**config.mk**
```make
export PLATFORM = sky130hd
export DESIGN_NAME = i2c_reg_target
export DESIGN_NICKNAME = d
export VERILOG_FILES = /design/src/rtl/i2c_reg_target.sv
export SDC_FILE = /design/constraint.sdc
export NUM_CORES = 1
export LEC_CHECK = 0
export BUFFER_PORTS_ARGS = -buffer_cell sky130_fd_sc_hd__buf_2
export CAP_MARGIN = 0
export CORE_UTILIZATION = 50
export CTS_CLUSTER_SIZE = 25
export DETAILED_ROUTE_END_ITERATION = 8
export PLACE_DENSITY_LB_ADDON = 0.08
export REMOVE_ABC_BUFFERS = 1
export SYNTH_ARGS = -nofsm -noshare
export SYNTH_HDL_FRONTEND = slang
export SYNTH_SLANG_ARGS = --single-unit
```
**constraint.sdc**
```tcl
create_clock -name clk -period 2.2 [get_ports clk]
set_input_delay 0.11 -clock clk [delete_from_list [all_inputs] [get_ports clk]]
set_output_delay 0.11 -clock clk [all_outputs]
set_load 0.005 [all_outputs]
```
**src/rtl/i2c_reg_target.sv**
```systemverilog
module i2c_reg_target #(
  parameter logic [6:0] DEV_ADDR = 7'b1010001,
  parameter int AW = 4,
  parameter int DW = 8
) (
  input  logic          clk,
  input  logic          rst_n,
  input  logic          scl_i,
  input  logic          sda_i,
  output logic          sda_oe,
  output logic          snap,
  output logic          wr_en,
  output logic [AW-1:0] wr_addr,
  output logic [DW-1:0] wr_data,
  output logic [AW-1:0] rd_addr,
  input  logic [DW-1:0] rd_data
);
  localparam int CW = $clog2(DW + 1);
  localparam logic [CW-1:0] FULL = CW'(DW);
  localparam logic [CW-1:0] LAST = CW'(DW - 1);

  typedef enum logic [2:0] {S_IDLE, S_RX, S_RACK, S_TX, S_MACK} st_t;
  typedef enum logic [1:0] {K_ADDR, K_PTR, K_DATA} kind_t;

  logic [2:0]    scl_s, sda_s;
  st_t           st;
  kind_t         kind;
  logic          rw, mack;
  logic [CW-1:0] bcnt;
  logic [DW-1:0] sh;
  logic [AW-1:0] ptr;

  always_ff @(posedge clk or negedge rst_n)
    if (!rst_n) begin
      scl_s <= '1;
      sda_s <= '1;
    end else begin
      scl_s <= {scl_s[1:0], scl_i};
      sda_s <= {sda_s[1:0], sda_i};
    end

  wire scl_rise  = scl_s[1] & ~scl_s[2];
  wire scl_fall  = ~scl_s[1] & scl_s[2];
  wire start_det = scl_s[1] & scl_s[2] & ~sda_s[1] & sda_s[2];
  wire stop_det  = scl_s[1] & scl_s[2] & sda_s[1] & ~sda_s[2];

  assign rd_addr = ptr;

  always_ff @(posedge clk or negedge rst_n)
    if (!rst_n) begin
      st      <= S_IDLE;
      kind    <= K_ADDR;
      rw      <= 1'b0;
      mack    <= 1'b0;
      bcnt    <= '0;
      sh      <= '0;
      ptr     <= '0;
      sda_oe  <= 1'b0;
      snap    <= 1'b0;
      wr_en   <= 1'b0;
      wr_addr <= '0;
      wr_data <= '0;
    end else begin
      snap  <= start_det;
      wr_en <= 1'b0;
      if (start_det) begin
        st     <= S_RX;
        kind   <= K_ADDR;
        bcnt   <= '0;
        sda_oe <= 1'b0;
      end else if (stop_det) begin
        st     <= S_IDLE;
        sda_oe <= 1'b0;
      end else begin
        case (st)
          S_RX: begin
            if (scl_rise && bcnt < FULL) begin
              sh   <= {sh[DW-2:0], sda_s[1]};
              bcnt <= bcnt + 1'b1;
            end else if (scl_fall && bcnt == FULL) begin
              bcnt <= '0;
              case (kind)
                K_ADDR:
                  if (sh[DW-1:1] == DEV_ADDR) begin
                    rw     <= sh[0];
                    sda_oe <= 1'b1;
                    st     <= S_RACK;
                  end else begin
                    st <= S_IDLE;
                  end
                K_PTR: begin
                  ptr    <= sh[AW-1:0];
                  sda_oe <= 1'b1;
                  st     <= S_RACK;
                end
                default: begin
                  wr_en   <= 1'b1;
                  wr_addr <= ptr;
                  wr_data <= sh;
                  ptr     <= ptr + 1'b1;
                  sda_oe  <= 1'b1;
                  st      <= S_RACK;
                end
              endcase
            end
          end
          S_RACK:
            if (scl_fall) begin
              if (kind == K_ADDR && rw) begin
                sh     <= rd_data;
                sda_oe <= ~rd_data[DW-1];
                st     <= S_TX;
              end else begin
                sda_oe <= 1'b0;
                st     <= S_RX;
                kind   <= (kind == K_ADDR) ? K_PTR : K_DATA;
              end
            end
          S_TX:
            if (scl_fall) begin
              if (bcnt == LAST) begin
                sda_oe <= 1'b0;
                ptr    <= ptr + 1'b1;
                bcnt   <= '0;
                st     <= S_MACK;
              end else begin
                sh     <= {sh[DW-2:0], 1'b0};
                sda_oe <= ~sh[DW-2];
                bcnt   <= bcnt + 1'b1;
              end
            end
          S_MACK: begin
            if (scl_rise) mack <= ~sda_s[1];
            if (scl_fall) begin
              if (mack) begin
                sh     <= rd_data;
                sda_oe <= ~rd_data[DW-1];
                st     <= S_TX;
              end else begin
                st <= S_IDLE;
              end
            end
          end
          default: ;
        endcase
      end
    end

  assert_snap_pulse_R6: assert property (@(posedge clk) disable iff (!rst_n)
    snap |=> !snap);

  assert_write_advance_R4: assert property (@(posedge clk) disable iff (!rst_n)
    wr_en |=> !wr_en && $stable(wr_addr));

  assert_idle_release_R9: assert property (@(posedge clk) disable iff (!rst_n)
    (st == S_IDLE) |-> !sda_oe);

  assert_sda_scl_low_R3: assert property (@(posedge clk) disable iff (!rst_n)
    !$stable(sda_oe) |-> (!$past(scl_s[1]) || $past(start_det) || $past(stop_det)));

  assert_ack_drive_R1: assert property (@(posedge clk) disable iff (!rst_n)
    (st == S_RACK) |-> sda_oe);
endmodule

```
==> results_dict.tcl <==
set metrics [dict create \
    cts_made_buffers 5 \
    ys_ff_latch 44 \
    cp_max_fo 9 \
    post-synth-top-area-cell "dfrtp_1" \
    synth_top_area_share_pct 42.34 \
    place_inst 295 \
    fp.coreArea_um2 4324 \
    grt_setup_unrepaired "no" \
    diodes 0 \
    setup.worst_path.start_class "flop" \
    vdd_drop_max_mv 0.5131 \
    achievable-frequency_mhz 479.8 \
    multi_input_area_um2 1065 \
    global_route.usage.total_pct 21.31 \
    numClockSinks 44 \
    grt_max_degree 30 \
    detail_route.iter0.violations 94 \
    synth.distinct_cells 48 \
    timing.reg2reg.worst_path_depth 5 \
    core.rowCount 24 \
    yosysWarnings 0 \
    die_w_um 69.02 \
    async_reset_ff_share_pct 100.0 \
    main_area_contributors_after_synthesis "dfrtp_1 (42%), dfstp_2 (7.0%), mux2_2 (6.5%)" \
    timing.critical_path.from "scl_s[1]" \
    htreeDepth 2 \
    hold_crit_path_type "in -> reg" \
    drc 0 \
    clock_latency_ns 0.30 \
    finalWorstPathRequiredPeriod_ns 2.084 \
    num-nets-final 268 \
    slew_headroom_pct 64.58 \
    timing.setup.critical_path_class "reg -> reg" \
    start_util_pct 51.94 \
    layout-area-overhead-vs-synth_pct 18.16 \
    grt_pass1_vias 1681 \
    synthesis.area_per_instance_um2 10.59 \
    final_min_period_over_clock_period_pct 94.74 \
    power_leakage_nw 1.204 \
    path_clk_slew_ns 0.08 \
    tritoncts_clock_tree "done" \
    fin_setup_tns_ns 0 \
    die_area_um2 4764 \
    clock_tree.root_cell "clkbuf_8" \
    worstPathArrival_ns 2.29 \
    netlist_area_um2 2246 \
    finalHoldViolations 0 \
    maxSlewViolCount 0 \
    timing_worst_slew_pin_value_ns 0.5294 \
    die_h_um 69.02 \
    wl_um 4831 \
    synth_ff_type "dfrtp_1" \
    gp_routability_congestion 0.9417 \
    timing.rr.start "scl_s[1]" \
    total_global_routing_overflow 0 \
    worst_setup_end_kind "flop" \
    router_iterations_before_antenna_repair 6 \
    post_layout_nonfiller_instances 306 \
    maxCapViolCount 0 \
    dr_total_vias 1785 \
    cts_setup_buffers 0 \
    reg2reg_to "bcnt[3]" \
    route.antenna.remaining_nets 0 \
    final_util_pct 61.37 \
    ys_seq_area_share_pct 49.36 \
    storage_element_area_um2 1109 \
    fin_worst_skew_ns 0.01136 \
    totalPowerFinal_w 0.002244 \
    avgViaCountPerCell 5.833 \
    worst_setup_path_endpoint "bcnt[3]" \
    cts_repair_resize_count 0 \
    grt_pass1_wl_um 8100 \
    status "complete, no violations" \
    place.port_buffers 30 \
    layout-drive-gt1-share_pct 29.92 \
    post_synth_edffs 0 \
    routedWlPerCell_um 15.79 \
    boundaryPins 31 \
    postSynthCellCount 212 \
    timing.reg2reg.setup_slack_ns 0.12 \
    power_density_nw_per_um2 845.6 \
    antenna_found_initial 0 \
    clk_path_buf_depth 2 \
    setup-violations-final 0 \
    num-fill-cells 383 \
    place_hpwl_um 3416 \
    crit_required_ns 2.40 \
]
-- sequential cells by signal, indices dropped and copies added (netlist names) --
signal / count
snap: 1
rd_addr: 4
wr_addr: 4
wr_en: 1
scl_s: 3
sda_s: 3
sh: 8
sda_oe: 1
bcnt: 4
rw: 1
wr_data: 8
mack: 1
st: 3
kind: 2
-- metrics by stage --
stage	hold WS, ns	worst slack, ns	area, um^2
after CTS	0.1156	0.1305	2654
after global routing	0.1221	0.01468	2654
after global placement	0.04061	0.1970	2502
after floorplan	-0.1856	0.04234	2200
final	0.1180	0.1158	2654
after detailed placement	0.05570	0.1501	2502
-- cells in the mapped netlist, types with 2 or more instances --
cell type,number
o21ai_0,8
nand2b_1,3
nand2_1,7
a21oi_2,2
nor2_1,24
a31oi_1,3
a41oi_1,2
nor3_1,3
buf_2,4
a311oi_1,2
nor2b_1,3
or3b_2,4
mux2i_1,13
o22ai_1,2
dfstp_2,6
ha_1,3
nor4b_1,2
dfrtp_1,38
mux2_2,13
inv_1,7
a21oi_1,20
nor3b_1,5
nand3b_1,4
a22oi_1,3
nand3_1,6
clkbuf_1,3
-- critical path, cell delays in order, from the launching register on --
cell	delay, ns
dfstp_2	0.60
nor3b_1	0.37
mux2i_1	0.23
nor3_1	0.38
a41oi_1	0.16
a311oi_1	0.24
-- layout make-up --
class | instances | area share [%]
multi-input cells | 152 | 40.12
clock buffers | 6 | 3.112
well taps | 52 | 2.452
flip-flops and latches | 44 | 41.77
repair buffers | 43 | 10.09
inverters | 7 | 0.9901
clock inverters | 2 | 1.462
-- cells in the final DEF, fill, tap and decap left out, types with 3 or more instances in the layout --
master         count
dfstp_2            6
a22oi_1            3
nand2_1            7
a21oi_1           20
nand3_1            6
a31oi_1            3
inv_1              7
or3b_2             4
nor2_1            24
clkbuf_8           6
ha_1               3
nor3_1             3
dlygate4sd3_1      3
buf_2             30
o21ai_0            8
nor3b_1            5
mux2_2            13
nand3b_1           4
buf_4              9
mux2i_1           13
nand2b_1           3
nor2b_1            3
dfrtp_1           38
-- worst min path at each step --
stage / startpoint / to / slack (ns) / cells after the start
floorplan: rst_n / bcnt[0] / -0.19 / 0
global placement: rst_n / mack / 0.04 / 1
detailed placement: rst_n / mack / 0.06 / 1
CTS: rd_data[1] / sh[1] / 0.12 / 3
global route: rd_data[1] / sh[1] / 0.12 / 3
finish: rd_data[1] / sh[1] / 0.12 / 3
-- layer usage --
layer / up-vias / track usage, % / wire length, um
met5: - / 0 / 0
met4: 0 / 7.256 / 80
met3: 7 / 3.947 / 168
li1: 861 / - / -
met1: 875 / 29.08 / 2196
met2: 42 / 34.20 / 2386
-- power breakdown --
part           leakage [nW]  total (W)  switching, W  internal, W
combinational         0.596   0.000500      0.000257     0.000243
clock                0.0614   0.000648      0.000277     0.000371
sequential            0.547    0.00110      0.000155     0.000940
-- cells by family after synthesis --
kind of cell | count (synthesis) | share of synthesized area, %
AOI/OAI and AO/OA | 53 | 15.93
adders and majority gates | 3 | 1.671
DFF | 44 | 49.36
xor gates and xnor gates | 1 | 0.3900
muxes | 26 | 12.31
and+or+nand+nor | 69 | 17.10
buffers and inverters | 16 | 3.231
-- what timing repair did --
item,CTS,global route
hold endpoints to repair,11,0
hold buffers,3,0
endpoints found under the setup margin,0,0
Note: power is estimated with default switching activity, not from simulation.
